## src/rtl/intc_pkg.sv

```systemverilog
package intc_pkg;
    localparam int REG_W       = 32;
    localparam int BANK_STRIDE = 24;
    localparam int OFF_W       = 5;

    typedef enum logic [OFF_W-1:0] {
        OFF_STAT = 5'h00,
        OFF_EN   = 5'h04,
        OFF_SET  = 5'h08,
        OFF_CLR  = 5'h0C,
        OFF_POL  = 5'h10,
        OFF_EDGE = 5'h14
    } reg_off_e;

    typedef struct packed {
        logic [REG_W-1:0] en;
        logic [REG_W-1:0] pol;
        logic [REG_W-1:0] edg;
        logic [REG_W-1:0] pend;
        logic [REG_W-1:0] sync1;
        logic [REG_W-1:0] sync2;
        logic [REG_W-1:0] prev;
    } bank_state_t;
endpackage

```

## src/rtl/intc_first_set.sv

```systemverilog
module intc_first_set #(
    parameter int W  = 32,
    parameter int IW = $clog2(W)
) (
    input  logic [W-1:0]  vec_i,
    output logic          found_o,
    output logic [IW-1:0] idx_o
);
    always_comb begin
        idx_o = '0;
        for (int i = W - 1; i >= 0; i--) begin
            if (vec_i[i]) idx_o = IW'(i);
        end
    end
    assign found_o = |vec_i;
endmodule

```

## src/rtl/intc_bank.sv

```systemverilog
module intc_bank
    import intc_pkg::*;
#(
    parameter logic [REG_W-1:0] EDGE_RST = '0,
    parameter logic [REG_W-1:0] POL_RST  = '1
) (
    input  logic             clk,
    input  logic             rst_n,
    input  logic [REG_W-1:0] src_i,
    input  logic             wr_i,
    input  logic [OFF_W-1:0] off_i,
    input  logic [REG_W-1:0] wdata_i,
    output logic [REG_W-1:0] rdata_o,
    output logic [REG_W-1:0] eff_o
);
    bank_state_t      st_d, st_q;
    logic [REG_W-1:0] level_act, rise, fall, edge_hit, status;
    logic [REG_W-1:0] set_m, clr_m;
    logic             wr_set, wr_clr;

    always_comb begin
        // polarity-adjusted synchronized input
        level_act = ~(st_q.sync2 ^ st_q.pol);
        rise      = st_q.sync2 & ~st_q.prev;
        fall      = ~st_q.sync2 & st_q.prev;
        edge_hit  = st_q.edg & ((st_q.pol & rise) | (~st_q.pol & fall));
        status    = st_q.pend | (~st_q.edg & level_act);

        wr_set = wr_i && (off_i == OFF_SET);
        wr_clr = wr_i && (off_i == OFF_CLR);
        set_m  = wr_set ? wdata_i : '0;
        clr_m  = wr_clr ? wdata_i : '0;

        st_d       = st_q;
        st_d.sync1 = src_i;
        st_d.sync2 = st_q.sync1;
        st_d.prev  = st_q.sync2;
        if (wr_i && (off_i == OFF_EN))   st_d.en  = wdata_i;
        if (wr_i && (off_i == OFF_POL))  st_d.pol = wdata_i;
        if (wr_i && (off_i == OFF_EDGE)) st_d.edg = wdata_i;
        // a fresh edge overrides a simultaneous clear
        st_d.pend = (st_q.pend & ~clr_m) | set_m | edge_hit;

        case (off_i)
            OFF_STAT: rdata_o = status;
            OFF_EN:   rdata_o = st_q.en;
            OFF_POL:  rdata_o = st_q.pol;
            OFF_EDGE: rdata_o = st_q.edg;
            default:  rdata_o = '0;
        endcase
        eff_o = status & st_q.en;
    end

    always_ff @(posedge clk or negedge rst_n) begin
        if (!rst_n) begin
            st_q <= '{en: '0, pol: POL_RST, edg: EDGE_RST, pend: '0,
                      sync1: '0, sync2: '0, prev: '0};
        end else begin
            st_q <= st_d;
        end
    end

    p_set_forces_r6: assert property (@(posedge clk) disable iff (!rst_n)
        wr_set |=> ((st_q.pend & $past(wdata_i)) == $past(wdata_i)));

    p_clear_empties_r5: assert property (@(posedge clk) disable iff (!rst_n)
        (wr_clr && !wr_set && edge_hit == '0) |=> ((st_q.pend & $past(wdata_i)) == '0));

    p_pend_steady_r4: assert property (@(posedge clk) disable iff (!rst_n)
        (!wr_set && !wr_clr && edge_hit == '0) |=> $stable(st_q.pend));
endmodule

```

## src/rtl/intc_banked.sv

```systemverilog
module intc_banked
    import intc_pkg::*;
#(
    parameter int               NUM_BANKS      = 5,
    parameter int               ADDR_W         = 8,
    parameter logic [REG_W-1:0] BANK0_EDGE_RST = 32'h0000_E000
) (
    input  logic                        clk,
    input  logic                        rst_n,
    input  logic [NUM_BANKS*REG_W-1:0]  src_i,
    input  logic                        bus_wr_i,
    input  logic [ADDR_W-1:0]           bus_addr_i,
    input  logic [REG_W-1:0]            bus_wdata_i,
    output logic [REG_W-1:0]            bus_rdata_o,
    output logic [NUM_BANKS-1:0]        irq_o,
    output logic [NUM_BANKS*$clog2(REG_W)-1:0] irq_id_o
);
    localparam int ID_W = $clog2(REG_W);

    logic [NUM_BANKS-1:0] hit;
    logic [REG_W-1:0]     bank_rd  [NUM_BANKS];
    logic [REG_W-1:0]     bank_eff [NUM_BANKS];
    logic [OFF_W-1:0]     bank_off [NUM_BANKS];

    for (genvar b = 0; b < NUM_BANKS; b++) begin : g_bank
        localparam int               BASE   = b * BANK_STRIDE;
        localparam logic [REG_W-1:0] E_RST  = (b == 0) ? BANK0_EDGE_RST : '0;
        logic [ID_W-1:0] id_b;

        assign hit[b]      = (int'(bus_addr_i) >= BASE) && (int'(bus_addr_i) < BASE + BANK_STRIDE);
        assign bank_off[b] = OFF_W'(bus_addr_i - ADDR_W'(BASE));

        intc_bank #(
            .EDGE_RST (E_RST),
            .POL_RST  ('1)
        ) u_bank (
            .clk     (clk),
            .rst_n   (rst_n),
            .src_i   (src_i[b*REG_W +: REG_W]),
            .wr_i    (bus_wr_i && hit[b]),
            .off_i   (bank_off[b]),
            .wdata_i (bus_wdata_i),
            .rdata_o (bank_rd[b]),
            .eff_o   (bank_eff[b])
        );

        intc_first_set #(.W(REG_W), .IW(ID_W)) u_pick (
            .vec_i   (bank_eff[b]),
            .found_o (irq_o[b]),
            .idx_o   (id_b)
        );
        assign irq_id_o[b*ID_W +: ID_W] = id_b;

        p_quiet_line_r7: assert property (@(posedge clk) disable iff (!rst_n)
            (bank_eff[b] == '0) |-> !irq_o[b]);

        p_lowest_id_r8: assert property (@(posedge clk) disable iff (!rst_n)
            irq_o[b] |-> (bank_eff[b][id_b] &&
                          ((bank_eff[b] & ((REG_W'(1) << id_b) - REG_W'(1))) == '0)));

        p_ctl_reads_zero_r2: assert property (@(posedge clk) disable iff (!rst_n)
            (hit[b] && (bank_off[b] == OFF_SET || bank_off[b] == OFF_CLR)) |-> (bus_rdata_o == '0));
    end

    always_comb begin
        bus_rdata_o = '0;
        for (int b = 0; b < NUM_BANKS; b++) begin
            if (hit[b]) bus_rdata_o = bus_rdata_o | bank_rd[b];
        end
    end
endmodule

```

## config.mk

```make
export PLATFORM = sky130hd
export DESIGN_NAME = intc_banked
export DESIGN_NICKNAME = d
export VERILOG_FILES = /design/src/rtl/intc_pkg.sv /design/src/rtl/intc_first_set.sv /design/src/rtl/intc_bank.sv /design/src/rtl/intc_banked.sv
export SDC_FILE = /design/constraint.sdc
export NUM_CORES = 2
export LEC_CHECK = 0
export BUFFER_PORTS_ARGS = -buffer_cell sky130_fd_sc_hd__buf_2
export CAP_MARGIN = 20
export CORE_UTILIZATION = 58
export CTS_BUF_LIST = sky130_fd_sc_hd__clkbuf_4 sky130_fd_sc_hd__clkbuf_8
export DETAILED_ROUTE_END_ITERATION = 10
export PLACE_DENSITY = 0.79
export SYNTH_ARGS = -nofsm -noshare
export SYNTH_HDL_FRONTEND = slang
export SYNTH_HIERARCHICAL = 1
export SYNTH_SLANG_ARGS = --single-unit
```

## constraint.sdc

```tcl
create_clock -name clk -period 2.6 [get_ports clk]
set_input_delay 0.52 -clock clk [delete_from_list [all_inputs] [get_ports clk]]
set_output_delay 0.52 -clock clk [all_outputs]
set_load 0.05 [all_outputs]
```

==> results.yml <==
worst_setup_path:
  end_kind: "output port"
  crit_type: "reg2out"
  critPathArrivalTime_ns: 3.38
  path_cells: "xor2_2 -> o21bai_4 -> and2_4 -> buf_4 -> buf_4 -> nor2_2 -> buf_4 -> nand3_2 -> nor3_4 -> nand4_1 -> buf_6"
  path_delay_family: "simple AND/OR/NAND/NOR gates"
  cpPeakStageDelay_ns: 0.57
  critPathLaunchType: "flip-flop"
  required_ns: 2.08
  critPathMaxFanout: 2
  crit_buf_inv: 4
  cp_common_cell: "buf_4"
  crit_slowest_cell: "dfstp_2"
run:
  maxCapViolCount: 0
yosys:
  ys.flop_type: "dfrtp_1"
  synthesis.area_um2: 52200
  synthCells: 4283
  ys_seq_area_share_pct: 54.0
  ys_async_sr_fraction_pct: 100
  synth.distinct_cells: 56
  ys_warn_count: 6
  synthesis.nets: 4488
  syn_area_per_cell_um2: 12.2
  synth_edf_count: 0
  ys_ff_latch: 1120
route:
  vias: 45900
  ant_nets: 0
  viasPerCell: 6.61
  routed_wl_um: 199000
  dr.pass1.iters: 7
  drc: 0
  wire_per_inst_um: 28.7
  drt-initial-drc-count: 5035
floorplan:
  die-area_um2: 91300
  die_w_um: 302
  rows: 109
  ioPinCount: 265
  die_h_um: 302
  start_util_pct: 58.8
  fp.coreArea_um2: 88800
placement:
  port_buffers: 264
  dpl.hpwl_um: 126000
  place_area_um2: 62300
  routabilityCongestion: 1.02
  dp_slack_ns: -1.25
finish:
  drive_gt1_share_pct: 47.2
  design_area_um2: 71000
  layout_common_cells: "dfrtp_1 (954), buf_4 (869), mux2_2 (480)"
  multiInputGateArea_um2: 25400
  fillCellCount: 4680
  final_nets: 5818
  area_delta_synth_final_pct: 36.0
  utilization_pct: 80.0
  layout_commonest_cell: "dfrtp_1"
  ff_latch_area_um2: 28200
worst_hold_path:
  hold_path_class: "in2reg"
clock_network:
  ctsHtreeMaxLevel: 4
  cts-root-buf: "clkbuf_8"
  clock_sinks: 1120
  clkLatencyLatePin_ns: 0.90
  cts_buffers: 180
  clock_path_buffers: 3
  path_clk_slew_ns: 0.06
  cts_tree: "yes"
sta:
  hold_viol: 0
  tightest_slew_ns: 0.971
  slew_viol_final: 0
  fin_crit_sh_pct: 150
  fin_ws_ns: -1.30
  period_needed_ns: 3.90
  fin_skew_ns: 0.0480
  max_freq_mhz: 257
  setup_viol: 63
  slew_headroom_pct: 35.3
  rsz0062_at_grt: "yes"
grt:
  grt_max_degree: 101
  grt_pass1_wl_um: 284000
  grt_overflow: 0
  grtUsageTotal_pct: 42.1
  antenna_found_initial: 15
  grt_pass1_vias: 46500
pwr:
  ir_worst_vdd_mv: 0.873
  p_leak_nw: 32.0
  power_density_nw_per_um2: 608
  power_mw: 43.2
status:
  status: "complete, but fails checks"
  violations: "negative setup slack"
worst min-delay path: stages:
cell and delay (ns):
buf_2 0.21, nand3_1 0.15, o311ai_1 0.09
path summary, 6_finish.rpt:
| kind | startpoint | endpoint | slack, ns | depth (start not counted) |
|---|---|---|---|---|
| setup / recovery | g_bank[0].u_bank/st_q[191]$_DFFE_PN1P_ | irq_o[0] | -1.30 | 11 |
| min in group asynchronous | rst_n | g_bank[4].u_bank/st_d[1]$_DFF_PN0_ | 0.16 | 2 |
| hold reg to reg | g_bank[2].u_bank/st_d[46]$_DFF_PN0_ | g_bank[2].u_bank/st_d[14]$_DFF_PN0_ | 0.31 | 0 |
| max in group asynchronous | rst_n | g_bank[3].u_bank/st_d[40]$_DFF_PN0_ | 1.44 | 3 |
| hold / removal | bus_wdata_i[11] | g_bank[3].u_bank/st_q[107]$_DFF_PN0_ | 0.14 | 3 |
| setup reg to reg | g_bank[3].u_bank/st_q[189]$_DFFE_PN1P_ | g_bank[3].u_bank/st_q[125]$_DFF_PN0_ | 0.79 | 6 |
per-layer routing:
layer  track usage (%)  vias up  part of all wire [%]
li1                  -    18800                     -
met4              30.8       14                   8.2
met1              52.4    23000                    36
met2              63.0     3117                    45
met3              11.8      900                    11
met5                 0        -                 0.048
kinds of logic (layout without fill, tap and decap cells):
family	Yosys count	after routing	synth area share (%)
AO/OA/AOI/OAI	1011	1011	14.2
flip-flops	1120	1120	54.0
other	0	11	0
multiplexers	640	640	13.4
adder cells (fa/ha/maj)	2	2	0.0479
XOR/XNOR	160	160	2.68
buffers and inverters	299	1782	2.96
AND/OR/NAND/NOR	1051	1052	12.6
what timing repair did:
action                     in CTS  in global routing
hold buffers                  161                  0
gates cloned                    1                  0
hold endpoints to repair      386                  0
setup endpoints to repair      62                 63
pin swaps                     183                173
buffers inserted               26                 20
gates resized for setup       340                246
per-stage QoR:
stage,instances,hold slack (ns),TNS (ns)
floorplan,4283,0.224,-9.15
global placement,6394,0.332,-144.17
detailed placement,6394,0.335,-154.67
CTS,6915,0.0831,-66.58
global route,6934,0.127,-70.48
finish,6943,0.135,-67.31
report_power, final:
group          total (mW)  switching (mW)  internal [mW]
Sequential           19.1           0.707           18.4
Combinational        7.63            4.24           3.39
Clock                16.4            7.54           8.90
Total                43.2            12.5           30.7
Yosys cell counts, types with 65 or more instances:
master / number / area [um^2]
a221o_1: 192 / 1920
and2_1: 165 / 1030
and3b_1: 161 / 1410
buf_2: 119 / 596
clkbuf_1: 78 / 293
dfrtp_1: 957 / 23900
dfstp_2: 163 / 4280
inv_1: 65 / 244
mux2_2: 480 / 5410
mux2i_1: 160 / 1600
nand3_1: 165 / 826
nor2_1: 222 / 833
nor3b_1: 171 / 1280
o21ai_0: 330 / 1650
o21bai_1: 160 / 1200
o311ai_0: 140 / 1230
xor2_1: 160 / 1400
flip-flops by register name (all words and copies together) (netlist names):
| signal | count |
|---|---|
| g_bank.u_bank/st_q | 800 |
| g_bank.u_bank/st_d | 320 |
area by class of cell:
type / count / area share (%)
repair buffers: 1380 / 16.5
well taps: 1165 / 2.05
inverters: 66 / 0.354
flip-flops and latches: 1120 / 39.7
multi-input cells: 2865 / 35.8
clock buffers: 285 / 4.98
diodes: 11 / 0.0388
clock inverters: 51 / 0.550
Note: power is estimated with default switching activity, not from simulation.
